--- config.mk ---
export PLATFORM = sky130hd
export DESIGN_NAME = dma_chain_seq
export DESIGN_NICKNAME = d
export VERILOG_FILES = /design/src/rtl/dcs_pkg.sv /design/src/rtl/dcs_sema.sv /design/src/rtl/dcs_mover.sv /design/src/rtl/dcs_seq.sv /design/src/rtl/dma_chain_seq.sv
export SDC_FILE = /design/constraint.sdc
export NUM_CORES = 1
export LEC_CHECK = 0
export BUFFER_PORTS_ARGS = -buffer_cell sky130_fd_sc_hd__buf_2
export CAP_MARGIN = 25
export CORE_ASPECT_RATIO = 2
export CORE_MARGIN = 3
export CORE_UTILIZATION = 45
export CTS_BUF_LIST = sky130_fd_sc_hd__clkbuf_8
export DETAILED_ROUTE_END_ITERATION = 10
export PLACE_DENSITY_LB_ADDON = 0.08
export SYNTH_ARGS = -nofsm -noshare
export SYNTH_HDL_FRONTEND = slang
export SYNTH_SLANG_ARGS = --single-unit
export TNS_END_PERCENT = 20
--- constraint.sdc ---
create_clock -name clk -period 8.22 [get_ports clk]
set_input_delay 1.644 -clock clk [delete_from_list [all_inputs] [get_ports clk]]
set_output_delay 1.644 -clock clk [all_outputs]
set_load 0.01 [all_outputs]
--- src/rtl/dcs_pkg.sv ---
package dcs_pkg;
  localparam int unsigned DESC_CNT_W = 16;
  localparam int unsigned CB_CHAIN   = 2;
  localparam int unsigned CB_IRQ     = 3;
  localparam int unsigned CB_DEC     = 6;
  localparam int unsigned CB_HALT    = 8;
  localparam int unsigned CB_NPIO    = 12;

  localparam logic [1:0] OP_NONE     = 2'd0;
  localparam logic [1:0] OP_TO_MEM   = 2'd1;
  localparam logic [1:0] OP_FROM_MEM = 2'd2;

  typedef enum logic [2:0] {
    ST_STOP  = 3'd0,
    ST_WAIT  = 3'd1,
    ST_FETCH = 3'd2,
    ST_XFER  = 3'd3,
    ST_FIN   = 3'd4
  } dcs_state_e;

  typedef struct packed {
    logic [1:0] op;
    logic       chain;
    logic       irq;
    logic       dec;
    logic       halt;
    logic [3:0] npio;
  } dcs_ctrl_t;
endpackage

--- src/rtl/dcs_sema.sv ---
module dcs_sema #(
  parameter int unsigned SEMA_W = 8
) (
  input  logic              clk,
  input  logic              rst_n,
  input  logic              add_en,
  input  logic [SEMA_W-1:0] add_val,
  input  logic              dec_en,
  output logic [SEMA_W-1:0] count,
  output logic [SEMA_W-1:0] count_nxt
);
  localparam logic [SEMA_W-1:0] SEMA_MAX = '1;

  logic [SEMA_W:0]   sum;
  logic [SEMA_W-1:0] sat, cnt_q, cnt_d, add_term;
  logic              cnt_en;

  always_comb begin
    add_term = add_en ? add_val : '0;
    sum      = {1'b0, cnt_q} + {1'b0, add_term};
    sat      = sum[SEMA_W] ? SEMA_MAX : sum[SEMA_W-1:0];
    cnt_d    = (dec_en && (sat != '0)) ? sat - 1'b1 : sat;
    cnt_en   = add_en | dec_en;
  end

  always_ff @(posedge clk or negedge rst_n) begin
    if (!rst_n)      cnt_q <= '0;
    else if (cnt_en) cnt_q <= cnt_d;
  end

  assign count     = cnt_q;
  assign count_nxt = cnt_d;

  // without a decrement the counter never goes down (no wrap)
  p_no_wrap_r3: assert property (@(posedge clk) disable iff (!rst_n)
    !dec_en |=> cnt_q >= $past(cnt_q));
  // a lone decrement lowers a nonzero counter by exactly one
  p_dec_one_r8: assert property (@(posedge clk) disable iff (!rst_n)
    (dec_en && !add_en && cnt_q != '0) |=> cnt_q == $past(cnt_q) - 1'b1);
endmodule

--- src/rtl/dcs_mover.sv ---
module dcs_mover #(
  parameter int unsigned ADDR_W     = 32,
  parameter int unsigned CNT_W      = 16,
  parameter int unsigned BEAT_BYTES = 4
) (
  input  logic              clk,
  input  logic              rst_n,
  input  logic              load,
  input  logic [ADDR_W-1:0] load_addr,
  input  logic [CNT_W-1:0]  load_cnt,
  input  logic              step_en,
  output logic [ADDR_W-1:0] buf_addr,
  output logic              rem_zero
);
  localparam logic [CNT_W-1:0] BEAT = CNT_W'(BEAT_BYTES);

  logic [ADDR_W-1:0] addr_q, addr_d;
  logic [CNT_W-1:0]  rem_q, rem_d, step_amt;
  logic              adv, reg_en;

  always_comb begin
    step_amt = (rem_q < BEAT) ? rem_q : BEAT;
    adv      = step_en && (rem_q != '0);
    addr_d   = addr_q;
    rem_d    = rem_q;
    if (load) begin
      addr_d = load_addr;
      rem_d  = load_cnt;
    end else if (adv) begin
      addr_d = addr_q + ADDR_W'(step_amt);
      rem_d  = rem_q - step_amt;
    end
    reg_en = load | adv;
  end

  always_ff @(posedge clk or negedge rst_n) begin
    if (!rst_n) begin
      addr_q <= '0;
      rem_q  <= '0;
    end else if (reg_en) begin
      addr_q <= addr_d;
      rem_q  <= rem_d;
    end
  end

  assign buf_addr = addr_q;
  assign rem_zero = (rem_q == '0);

  // every accepted beat shrinks the remaining count
  p_step_shrinks_r7: assert property (@(posedge clk) disable iff (!rst_n)
    (adv && !load) |=> rem_q < $past(rem_q));
  // no beat and no load leaves the buffer address untouched
  p_addr_hold_r7: assert property (@(posedge clk) disable iff (!rst_n)
    (!load && !step_en) |=> $stable(addr_q));
endmodule

--- src/rtl/dcs_seq.sv ---
module dcs_seq
  import dcs_pkg::*;
#(
  parameter int unsigned ADDR_W  = 32,
  parameter int unsigned SEMA_W  = 8,
  parameter int unsigned MAX_CNT = 16'hFF00
) (
  input  logic                  clk,
  input  logic                  rst_n,
  input  logic                  cmd_wr,
  input  logic [ADDR_W-1:0]     cmd_wdata,
  input  logic [SEMA_W-1:0]     sema_cnt,
  input  logic [SEMA_W-1:0]     sema_nxt,
  output logic                  sema_dec,
  output logic                  mem_req,
  output logic [ADDR_W-1:0]     mem_addr,
  input  logic                  mem_rvalid,
  input  logic [31:0]           mem_rdata,
  input  logic                  mem_rerr,
  output logic                  pio_we,
  output logic [3:0]            pio_idx,
  output logic [31:0]           pio_data,
  output logic                  xfer_req,
  output logic                  xfer_dir,
  input  logic                  xfer_err,
  input  logic                  term_in,
  input  logic                  rem_zero,
  output logic                  buf_load,
  output logic [DESC_CNT_W-1:0] buf_cnt,
  output logic [ADDR_W-1:0]     cmd_addr,
  output logic                  busy,
  output logic                  done_irq,
  output logic                  bus_err,
  output logic                  term_evt
);
  localparam int unsigned IDX_W = 5;
  localparam logic [DESC_CNT_W-1:0] CNT_LIMIT = DESC_CNT_W'(MAX_CNT);

  dcs_state_e            state_q, state_d;
  logic [IDX_W-1:0]      idx_q, idx_d;
  logic [ADDR_W-1:0]     cmd_q, cmd_d, link_q, link_d;
  dcs_ctrl_t             ctrl_q, ctrl_d;
  logic [DESC_CNT_W-1:0] cnt_q, cnt_d;
  logic                  pio_we_q, pio_we_d, irq_q, irq_d, berr_q, berr_d, term_q, term_d;
  logic [3:0]            pio_idx_q, pio_idx_d;
  logic [31:0]           pio_data_q, pio_data_d;
  logic                  last_word, is_xfer, too_big, word_ok;
  logic [5:0]            ctrl_word_unused;

  assign ctrl_word_unused = {mem_rdata[11:9], mem_rdata[7], mem_rdata[5:4]};
  assign last_word = (idx_q == (5'd2 + {1'b0, ctrl_q.npio}));
  assign is_xfer   = (ctrl_q.op == OP_TO_MEM) || (ctrl_q.op == OP_FROM_MEM);
  assign too_big   = (cnt_q > CNT_LIMIT);
  assign word_ok   = (state_q == ST_FETCH) && mem_rvalid && !mem_rerr;
  assign sema_dec  = (state_q == ST_FIN) && ctrl_q.dec;
  assign buf_load  = word_ok && (idx_q == 5'd2);
  assign buf_cnt   = cnt_q;

  always_comb begin
    state_d    = state_q;
    idx_d      = idx_q;
    cmd_d      = cmd_q;
    link_d     = link_q;
    ctrl_d     = ctrl_q;
    cnt_d      = cnt_q;
    pio_we_d   = 1'b0;
    pio_idx_d  = pio_idx_q;
    pio_data_d = pio_data_q;
    irq_d      = 1'b0;
    berr_d     = 1'b0;
    term_d     = 1'b0;
    unique case (state_q)
      ST_STOP: begin
        if (cmd_wr) begin
          cmd_d   = cmd_wdata;
          state_d = ST_WAIT;
        end
      end
      ST_WAIT: begin
        if (cmd_wr) cmd_d = cmd_wdata;
        if (sema_cnt != '0) begin
          state_d = ST_FETCH;
          idx_d   = '0;
        end
      end
      ST_FETCH: begin
        if (mem_rvalid && mem_rerr) begin
          berr_d  = 1'b1;
          state_d = ST_STOP;
        end else if (mem_rvalid) begin
          idx_d = idx_q + 5'd1;
          case (idx_q)
            5'd0: link_d = mem_rdata;
            5'd1: begin
              ctrl_d.op    = mem_rdata[1:0];
              ctrl_d.chain = mem_rdata[CB_CHAIN];
              ctrl_d.irq   = mem_rdata[CB_IRQ];
              ctrl_d.dec   = mem_rdata[CB_DEC];
              ctrl_d.halt  = mem_rdata[CB_HALT];
              ctrl_d.npio  = mem_rdata[CB_NPIO +: 4];
              cnt_d        = mem_rdata[31:16];
            end
            5'd2: ;
            default: begin
              pio_we_d   = 1'b1;
              pio_idx_d  = 4'(idx_q - 5'd3);
              pio_data_d = mem_rdata;
            end
          endcase
          if (last_word) begin
            idx_d = '0;
            if (!is_xfer) begin
              state_d = ST_FIN;
            end else if (too_big) begin
              berr_d  = 1'b1;
              state_d = ST_STOP;
            end else begin
              state_d = ST_XFER;
            end
          end
        end
      end
      ST_XFER: begin
        if (xfer_err) begin
          berr_d  = 1'b1;
          state_d = ST_STOP;
        end else begin
          term_d = term_in;
          if (term_in && ctrl_q.halt) state_d = ST_STOP;
          else if (rem_zero)          state_d = ST_FIN;
        end
      end
      ST_FIN: begin
        irq_d = ctrl_q.irq;
        if (ctrl_q.chain) begin
          cmd_d   = link_q;
          idx_d   = '0;
          state_d = (sema_nxt != '0) ? ST_FETCH : ST_WAIT;
        end else begin
          state_d = ST_STOP;
        end
      end
      default: state_d = ST_STOP;
    endcase
  end

  always_ff @(posedge clk or negedge rst_n) begin
    if (!rst_n) begin
      state_q    <= ST_STOP;
      idx_q      <= '0;
      cmd_q      <= '0;
      link_q     <= '0;
      ctrl_q     <= '0;
      cnt_q      <= '0;
      pio_we_q   <= 1'b0;
      pio_idx_q  <= '0;
      pio_data_q <= '0;
      irq_q      <= 1'b0;
      berr_q     <= 1'b0;
      term_q     <= 1'b0;
    end else begin
      state_q    <= state_d;
      idx_q      <= idx_d;
      cmd_q      <= cmd_d;
      link_q     <= link_d;
      ctrl_q     <= ctrl_d;
      cnt_q      <= cnt_d;
      pio_we_q   <= pio_we_d;
      pio_idx_q  <= pio_idx_d;
      pio_data_q <= pio_data_d;
      irq_q      <= irq_d;
      berr_q     <= berr_d;
      term_q     <= term_d;
    end
  end

  assign mem_req  = (state_q == ST_FETCH);
  assign mem_addr = cmd_q + ADDR_W'({idx_q, 2'b00});
  assign xfer_req = (state_q == ST_XFER);
  assign xfer_dir = (ctrl_q.op == OP_TO_MEM);
  assign busy     = (state_q == ST_FETCH) || (state_q == ST_XFER) || (state_q == ST_FIN);
  assign cmd_addr = cmd_q;
  assign pio_we   = pio_we_q;
  assign pio_idx  = pio_idx_q;
  assign pio_data = pio_data_q;
  assign done_irq = irq_q;
  assign bus_err  = berr_q;
  assign term_evt = term_q;

  // no fetch starts while the semaphore is empty
  p_wait_gate_r2: assert property (@(posedge clk) disable iff (!rst_n)
    (state_q == ST_WAIT && sema_cnt == '0) |=> state_q != ST_FETCH);
  // a linked completion moves the command address to the link pointer
  p_link_follow_r9: assert property (@(posedge clk) disable iff (!rst_n)
    (state_q == ST_FIN && ctrl_q.chain) |=> cmd_q == $past(link_q));
  // an error and a completion never share a cycle
  p_strobe_excl_r11: assert property (@(posedge clk) disable iff (!rst_n)
    $onehot0({irq_q, berr_q}));
  // an oversized transfer is rejected before any data phase
  p_oversize_r12: assert property (@(posedge clk) disable iff (!rst_n)
    (word_ok && last_word && is_xfer && too_big) |=> (!xfer_req && bus_err));
  // terminate with the stop bit ends the descriptor at once
  p_term_halt_r13: assert property (@(posedge clk) disable iff (!rst_n)
    (state_q == ST_XFER && term_in && ctrl_q.halt && !xfer_err) |=> (state_q == ST_STOP && term_evt));
endmodule

--- src/rtl/dma_chain_seq.sv ---
module dma_chain_seq
  import dcs_pkg::*;
#(
  parameter int unsigned ADDR_W     = 32,
  parameter int unsigned SEMA_W     = 8,
  parameter int unsigned BEAT_BYTES = 4,
  parameter int unsigned MAX_CNT    = 16'hFF00
) (
  input  logic              clk,
  input  logic              rst_n,
  input  logic              cmd_wr,
  input  logic [ADDR_W-1:0] cmd_wdata,
  input  logic              sema_wr,
  input  logic [SEMA_W-1:0] sema_wdata,
  output logic              mem_req,
  output logic [ADDR_W-1:0] mem_addr,
  input  logic              mem_rvalid,
  input  logic [31:0]       mem_rdata,
  input  logic              mem_rerr,
  output logic              pio_we,
  output logic [3:0]        pio_idx,
  output logic [31:0]       pio_data,
  output logic              xfer_req,
  output logic              xfer_dir,
  input  logic              xfer_step,
  input  logic              xfer_err,
  input  logic              term_in,
  output logic [ADDR_W-1:0] cmd_addr,
  output logic [SEMA_W-1:0] sema_cnt,
  output logic [ADDR_W-1:0] buf_addr,
  output logic              busy,
  output logic              done_irq,
  output logic              bus_err,
  output logic              term_evt
);
  logic [1:0]            rst_pipe;
  logic                  rst_n_sync;
  logic [SEMA_W-1:0]     sema_nxt;
  logic                  sema_dec, rem_zero, buf_load;
  logic [DESC_CNT_W-1:0] buf_cnt;

  always_ff @(posedge clk or negedge rst_n) begin
    if (!rst_n) rst_pipe <= 2'b00;
    else        rst_pipe <= {rst_pipe[0], 1'b1};
  end
  assign rst_n_sync = rst_pipe[1];

  dcs_sema #(.SEMA_W(SEMA_W)) u_sema (
    .clk       (clk),
    .rst_n     (rst_n_sync),
    .add_en    (sema_wr),
    .add_val   (sema_wdata),
    .dec_en    (sema_dec),
    .count     (sema_cnt),
    .count_nxt (sema_nxt)
  );

  dcs_mover #(.ADDR_W(ADDR_W), .CNT_W(DESC_CNT_W), .BEAT_BYTES(BEAT_BYTES)) u_mover (
    .clk       (clk),
    .rst_n     (rst_n_sync),
    .load      (buf_load),
    .load_addr (mem_rdata[ADDR_W-1:0]),
    .load_cnt  (buf_cnt),
    .step_en   (xfer_step & xfer_req),
    .buf_addr  (buf_addr),
    .rem_zero  (rem_zero)
  );

  dcs_seq #(.ADDR_W(ADDR_W), .SEMA_W(SEMA_W), .MAX_CNT(MAX_CNT)) u_seq (
    .clk        (clk),
    .rst_n      (rst_n_sync),
    .cmd_wr     (cmd_wr),
    .cmd_wdata  (cmd_wdata),
    .sema_cnt   (sema_cnt),
    .sema_nxt   (sema_nxt),
    .sema_dec   (sema_dec),
    .mem_req    (mem_req),
    .mem_addr   (mem_addr),
    .mem_rvalid (mem_rvalid),
    .mem_rdata  (mem_rdata),
    .mem_rerr   (mem_rerr),
    .pio_we     (pio_we),
    .pio_idx    (pio_idx),
    .pio_data   (pio_data),
    .xfer_req   (xfer_req),
    .xfer_dir   (xfer_dir),
    .xfer_err   (xfer_err),
    .term_in    (term_in),
    .rem_zero   (rem_zero),
    .buf_load   (buf_load),
    .buf_cnt    (buf_cnt),
    .cmd_addr   (cmd_addr),
    .busy       (busy),
    .done_irq   (done_irq),
    .bus_err    (bus_err),
    .term_evt   (term_evt)
  );
endmodule

[Word-level counts from Yosys, hierarchy flattened]
Index checks and enable logic that the tools add are counted.
Storage, ports and cells
  register bits after elaboration: 196
  bits of input ports: 81
  output and inout port bits: 148
Cells by class
  add/subtract/negate cells: 8
  $lt $le $gt $ge: 2
  equality and inequality tests: 18
  mux-type cells: 44
  bitwise logic cells: 5
  reduce and logical (&&, ||, !) cells: 31
Operators with widths (count)
  32-bit 2-to-1 mux: 4
  32-bit case mux with 2 select lines: 1
  16-bit 2-to-1 mux: 3
  32-bit by 16-bit adder with 32-bit output: 1
  32-bit by 7-bit adder with 32-bit output: 1
  3-bit 2-to-1 mux: 10
  5-bit 2-to-1 mux: 5
  8-bit 2-to-1 mux: 3
  8-bit nonzero test: 3
  16-bit > comparator, second input constant: 1
  16-bit logical NOT: 1
  16-bit by 3-bit < comparator with 1-bit output, second input constant: 1
  16-bit nonzero test: 1
  16-bit subtractor: 1
  3-bit case mux with 5 select lines: 1
  5-bit case mux with 3 select lines: 1
  1-bit 2-to-1 mux: 13
  4-bit AND reduction: 3
  5-bit AND reduction: 2
  8-bit by 8-bit adder with 9-bit output: 1
  1-bit logical AND: 8
  2-bit by 1-bit inequality test with 1-bit output, second input constant: 4
  8-bit by 1-bit subtractor with 8-bit output, second input constant: 1
  3-bit by 2-bit == test with 1-bit output, second input constant: 2
  other kinds (28): 36

[Longest topological paths before layout]
  depth after elaboration: 10
  mapped depth: 17
  mapped depth without buffers: 16

[Hierarchy]
From an unflattened synthesis, not the netlist that was laid out.
Unflattened totals
  cell total of the unflattened synthesis: 1071
  area, all modules: 11182.0 µm²
By module, submodules not included
  dcs_seq: times used 1, cells an instance 546, area an instance 6707.7 µm², sequential area each 3453.3 µm²
  dcs_mover: times used 1, cells an instance 400, area an instance 3393.3 µm², sequential area each 1201.2 µm²
  dcs_sema: times used 1, cells an instance 121, area an instance 1021.0 µm², sequential area each 200.2 µm²
  dma_chain_seq: times used 1, cells an instance 4, area an instance 60.1 µm², sequential area each 50.0 µm²

[Worst setup path after synthesis]
Ideal clock, no wire load.
  kind: input to register
  start: input port sema_wdata[0]
  end: register u_seq.state_q[1]
  setup time: 0.120 ns
  data arrival time: 4.858 ns
  required time: 8.100 ns
  setup slack: 3.242 ns
  cell stages on the path: 15
  path buffers: 0
  cells stage by stage: and2_1 -> ha_1 -> fa_1 -> a21o_1 -> a221o_1 -> and2_4 -> nor2_1 -> ha_1 -> inv_1 -> or2_2 -> o41ai_1 -> nand2_1 -> nor3b_1 -> o211ai_2 -> a31o_1
Between the ends
  cells in the longest elaborated chain, start to end: 10
RTL lines
  start, declared: RTL line dma_chain_seq.sv:14  | input logic [SEMA_W-1:0] sema_wdata,
  8-bit 2-to-1 mux *: RTL line dcs_sema.sv:19  | add_term = add_en ? add_val : '0;
  8-bit by 8-bit adder with 9-bit output *: RTL line dcs_sema.sv:20  | sum = {1'b0, cnt_q} + {1'b0, add_term};
  8-bit 2-to-1 mux *: RTL line dcs_sema.sv:21  | sat = sum[SEMA_W] ? SEMA_MAX : sum[SEMA_W-1:0];
  branches (longest 2 deep; another with 8-bit by 1-bit subtractor with 8-bit output)
  8-bit 2-to-1 mux *: RTL line dcs_sema.sv:22  | cnt_d = (dec_en && (sat != '0)) ? sat - 1'b1 : sat;
  8-bit nonzero test *: RTL line dcs_seq.sv:138  | state_d = (sema_nxt != '0) ? ST_FETCH : ST_WAIT;
  2-bit 2-to-1 mux *: RTL line dcs_seq.sv:138
  3-bit 2-to-1 mux *: RTL line dcs_seq.sv:135  | if (ctrl_q.chain) begin
  3-bit case mux with 5 select lines *: RTL line dcs_seq.sv:72  | unique case (state_q)
  end signal, assigned: RTL line dcs_seq.sv:162  | state_q <= state_d;
  end, declared: RTL line dcs_seq.sv:39  | dcs_state_e state_q, state_d;
Every way passes the cells marked *.
A chain may end at the register's enable or synchronous reset.

[Worst setup path in the final report]
  start: register u_seq.idx_q[0]
  end: output port mem_addr[30]
Between the ends
  cells in the longest elaborated chain, start to end: 1
RTL lines
  start, declared: RTL line dcs_seq.sv:40  | logic [IDX_W-1:0] idx_q, idx_d;
  start signal, assigned: RTL line dcs_seq.sv:163  | idx_q <= idx_d;
  32-bit by 7-bit adder with 32-bit output: RTL line dcs_seq.sv:178  | assign mem_addr = cmd_q + ADDR_W'({idx_q, 2'b00});
  end, declared: RTL line dma_chain_seq.sv:16  | output logic [ADDR_W-1:0] mem_addr,
Every way passes these cells.

==> flow_summary_export.csv <==
group,metric,value,unit
critical_path,rr_startpoint,"u_mover.rem_q[6]",
clock_tree,cts_resized,0,
place,place.port_buffers,228,
critical_path,slowest_stage,"nor2b_1",
global_route,grtUsageMet3,3.72,%
drt,ant_nets,0,
critical_path,r2r_setup_slack,3.24,ns
power_and_ir_drop,p_int,2.45,mW
power_and_ir_drop,p_leak,6.06,nW
status,status,"finished, final reports clean",
place,place.gp.congestion,0.897,
clock_tree,clkLatencyLatePin,0.51,ns
critical_path,crit_path_frequent_cell,"nor2b_1",
min_path,hold_end,"rst_pipe[1]",
clock_tree,cts_inserted_buffers,17,
final_layout,layout_commonest_cell,"buf_2",
drt,wl_per_cell,20.1,um
final_layout,final_cell_mix,"buf_2, dfrtp_1, mux2_2",
logic_synthesis,synth_cell_types,73,
timing,fin_hold_ws,0.371,ns
critical_path,r2r-end,"u_mover.buf_addr[27]",
timing,setup_violations,0,
clock_tree,cts_root_buf,"clkbuf_8",
die,num_rows,80,
critical_path,r2r_cells,14,
critical_path,cp_cell_sequence,"ha_1 -> inv_1 -> fa_1 -> nor2b_1 -> o21ai_0 -> a21boi_0 -> o21a_1 -> nor2b_1 -> nor3b_1 -> nand3_1 -> xnor2_1 -> buf_2",
global_route,grt_pass1_wl,49800,um
timing,setup-tns-final,0,ns
power_and_ir_drop,p_per_area,328,nW/um2
logic_synthesis,synthArstFlopShare,100,%
global_route,grt_use_total,24.7,%
power_and_ir_drop,swShare,42.2,%
logic_synthesis,synth-seq-cells,196,
critical_path,startpoint_type,"flip-flop",
logic_synthesis,synth-adder-area-share,4.75,%
global_route,grt_max_degree,73,
timing,finalCritPeriodShare,70.3,%
timing,max_freq,173,MHz
logic_synthesis,synth_top_family_by_area,"simple AND/OR/NAND/NOR gates",
drt,wl,32400,um
global_route,grt_pass1_vias,9175,
clock_tree,cts_max_path_buffers,2,
power_and_ir_drop,seqPwrFrac,39.5,%
logic_synthesis,netlist_area,11000,um2
clock_tree,htreeDepth,4,
drt,first_pass_iters,5,
critical_path,critPathMaxStageDelay,0.64,ns
power_and_ir_drop,irDropWorstVdd,147,uV
logic_synthesis,avgSynthCellArea,10.2,um2
final_layout,syn_to_final_growth,17.3,%
global_route,grt_overflow_total,0,
die,dieArea,26500,um2
logic_synthesis,yosys.area_share.simple,15.6,%
global_route,top_usage_layer,"met2",
clock_tree,path_clk_slew,0.11,ns
logic_synthesis,ys_seq_area_share,44.5,%
run,max_cap_viol_count,0,
critical_path,end_kind,"output port",
global_route,grtUsageMet2,45.6,%
logic_synthesis,synthMuxAreaShare,13.0,%
drt,drt_iter0_drc,391,
drt,vias_per_cell,5.72,
timing,fin_worst_skew,0.0187,ns
place,dp_hpwl,24700,um
logic_synthesis,synth_compound_area_share,15.0,%
min_path,min_from,"rst_pipe[0]",
die,coreArea,24000,um2
final_layout,drive_gt1_share,29.9,%
critical_path,path_class,"flip-flop to output port",
drt,drc,0,
timing,slew_violations,0,
clock_tree,cts_sinks,196,
final_layout,nNetsFinal,1428,
logic_synthesis,synth_edf_count,0,
clock_tree,hold_buffers,0,
timing,rsz0062_at_grt,"false",
timing,final_hold_viol_count,0,
global_route,grt_util_met1,27.5,%
critical_path,path_max_fanout,9,
global_route,antenna_found_initial,3,
power_and_ir_drop,comb_power_share,44.4,%
logic_synthesis,synthCells,1085,
clock_tree,post_cts.repair.setup_buffers,0,
logic_synthesis,yosys_warnings,0,
final_layout,nFillCells,2292,
logic_synthesis,ys.flop_type,"dfrtp_1",
timing,worst_pin_slew,0.843,ns
critical_path,crit_arrival,4.14,ns
timing,slew_headroom,43.8,%
power_and_ir_drop,power_frac_clock,16.1,%
die,die_y,227,um
critical_path,cp.required,6.58,ns
die,start_util,45.9,%
timing,min_period,5.78,ns
clock_tree,cts_tree,"yes",
drt,vias,9212,
die,ios,229,
power_and_ir_drop,switching_power,1.79,mW
die,die-width,117,um
logic_synthesis,yosys.area_share.xor_xnor,4.05,%
min_path,min_path_type,"flip-flop to flip-flop",
min_path,hold_depth,0,
metrics by stage:
stage / cells / worst slack, ns / area, um2 / power (mW) / utilization, %
global placement: 1574 / 2.81 / 12500 / 3.54 / 51.9
floorplan: 1098 / 2.35 / 11100 / 2.90 / -
finish: 1610 / 2.44 / 12900 / 4.24 / 53.8
global route: 1610 / 2.14 / 12900 / 4.56 / 53.8
CTS: 1606 / 2.43 / 12900 / 4.27 / 53.7
detailed placement: 1574 / 2.75 / 12500 / 3.57 / 51.9
flip-flops by register name, indices dropped and copies added (netlist names):
signal and cells:
u_mover.buf_addr 32, u_seq.cmd_addr 32, u_seq.link_q 32, u_seq.pio_data 32, u_mover.rem_q 16, u_seq.buf_cnt 16, u_seq.ctrl_q 10, u_sema.count 8
u_seq.idx_q 5, u_seq.pio_idx 4, u_seq.state_q 3, rst_pipe 2, u_seq.bus_err 1, u_seq.done_irq 1, u_seq.pio_we 1, u_seq.term_evt 1
synth_stat cells (14+ instances only):
| master | instances | area [um2] |
|---|---|---|
| xor2_1 | 20 | 175 |
| nor3_1 | 21 | 105 |
| nor2_1 | 86 | 323 |
| buf_2 | 14 | 70.1 |
| xnor2_1 | 31 | 272 |
| o21ai_0 | 42 | 210 |
| clkbuf_1 | 23 | 86.3 |
| dfrtp_1 | 196 | 4900 |
| nand3_1 | 41 | 205 |
| nand2_1 | 73 | 274 |
| and3_1 | 15 | 93.8 |
| ha_1 | 37 | 463 |
| mux2i_1 | 35 | 350 |
| a21oi_1 | 74 | 370 |
| o211ai_1 | 18 | 135 |
| inv_1 | 31 | 116 |
| a21o_1 | 15 | 113 |
| mux2_2 | 96 | 1080 |
how the worst max path moves through the flow:
stage | start | endpoint | slack [ns] | depth (start not counted)
after CTS | u_seq.idx_q[0] | mem_addr[30] | 2.43 | 12
after detailed placement | sema_wr | u_seq.state_q[1] | 2.75 | 16
after global placement | sema_wr | u_seq.state_q[1] | 2.81 | 16
after floorplan | rst_pipe[1] | u_mover.buf_addr[0] | 2.35 | 0
after global routing | u_seq.idx_q[0] | mem_addr[28] | 2.14 | 12
final | u_seq.idx_q[0] | mem_addr[30] | 2.44 | 12
area by class of cell:
type / count / area (um2) / area share [%]
Clock buffer: 18 / 248 / 1.92
Multi-Input combinational cell: 821 / 5850 / 45.2
Inverter: 31 / 116 / 0.900
Timing Repair Buffer: 240 / 1250 / 9.68
Sequential cell: 196 / 4910 / 38.0
Clock inverter: 14 / 188 / 1.45
Tap cell: 287 / 359 / 2.78
Antenna cell: 3 / 7.51 / 0.0581
per-layer routing:
metal  vias to the layer above  wire length, um
met2                       220            17800
met5                         -                0
li1                       4404                -
met4                         0             1180
met1                      4528            12400
met3                        60             1080
logic make-up after synthesis:
group,after synthesis
and+or+nand+nor,337
AOI/OAI and AO/OA,247
DFF,196
muxes,131
buffers and inverters,81
xor gates and xnor gates,51
adders and majority gates,40
other,2
critical path, delay by kind of cell, from the launching register on:
kind	cells	cell delay, ns
AO/OA/AOI/OAI	3	0.63
XOR/XNOR	1	0.17
adder cells (fa/ha/maj)	2	0.62
buffers and inverters	2	0.21
flip-flops	1	0.51
AND/OR/NAND/NOR	4	1.50
power groups by stage:
stage                     Sequential, mW  Combinational, mW  Clock, mW
final                               1.67               1.88      0.682
after global routing                1.73               2.09      0.741
after CTS                           1.68               1.89      0.707
after detailed placement            1.70               1.88          0
after global placement              1.69               1.85          0
after floorplan                     1.68               1.22          0
Power figures use the tool's default switching activity.
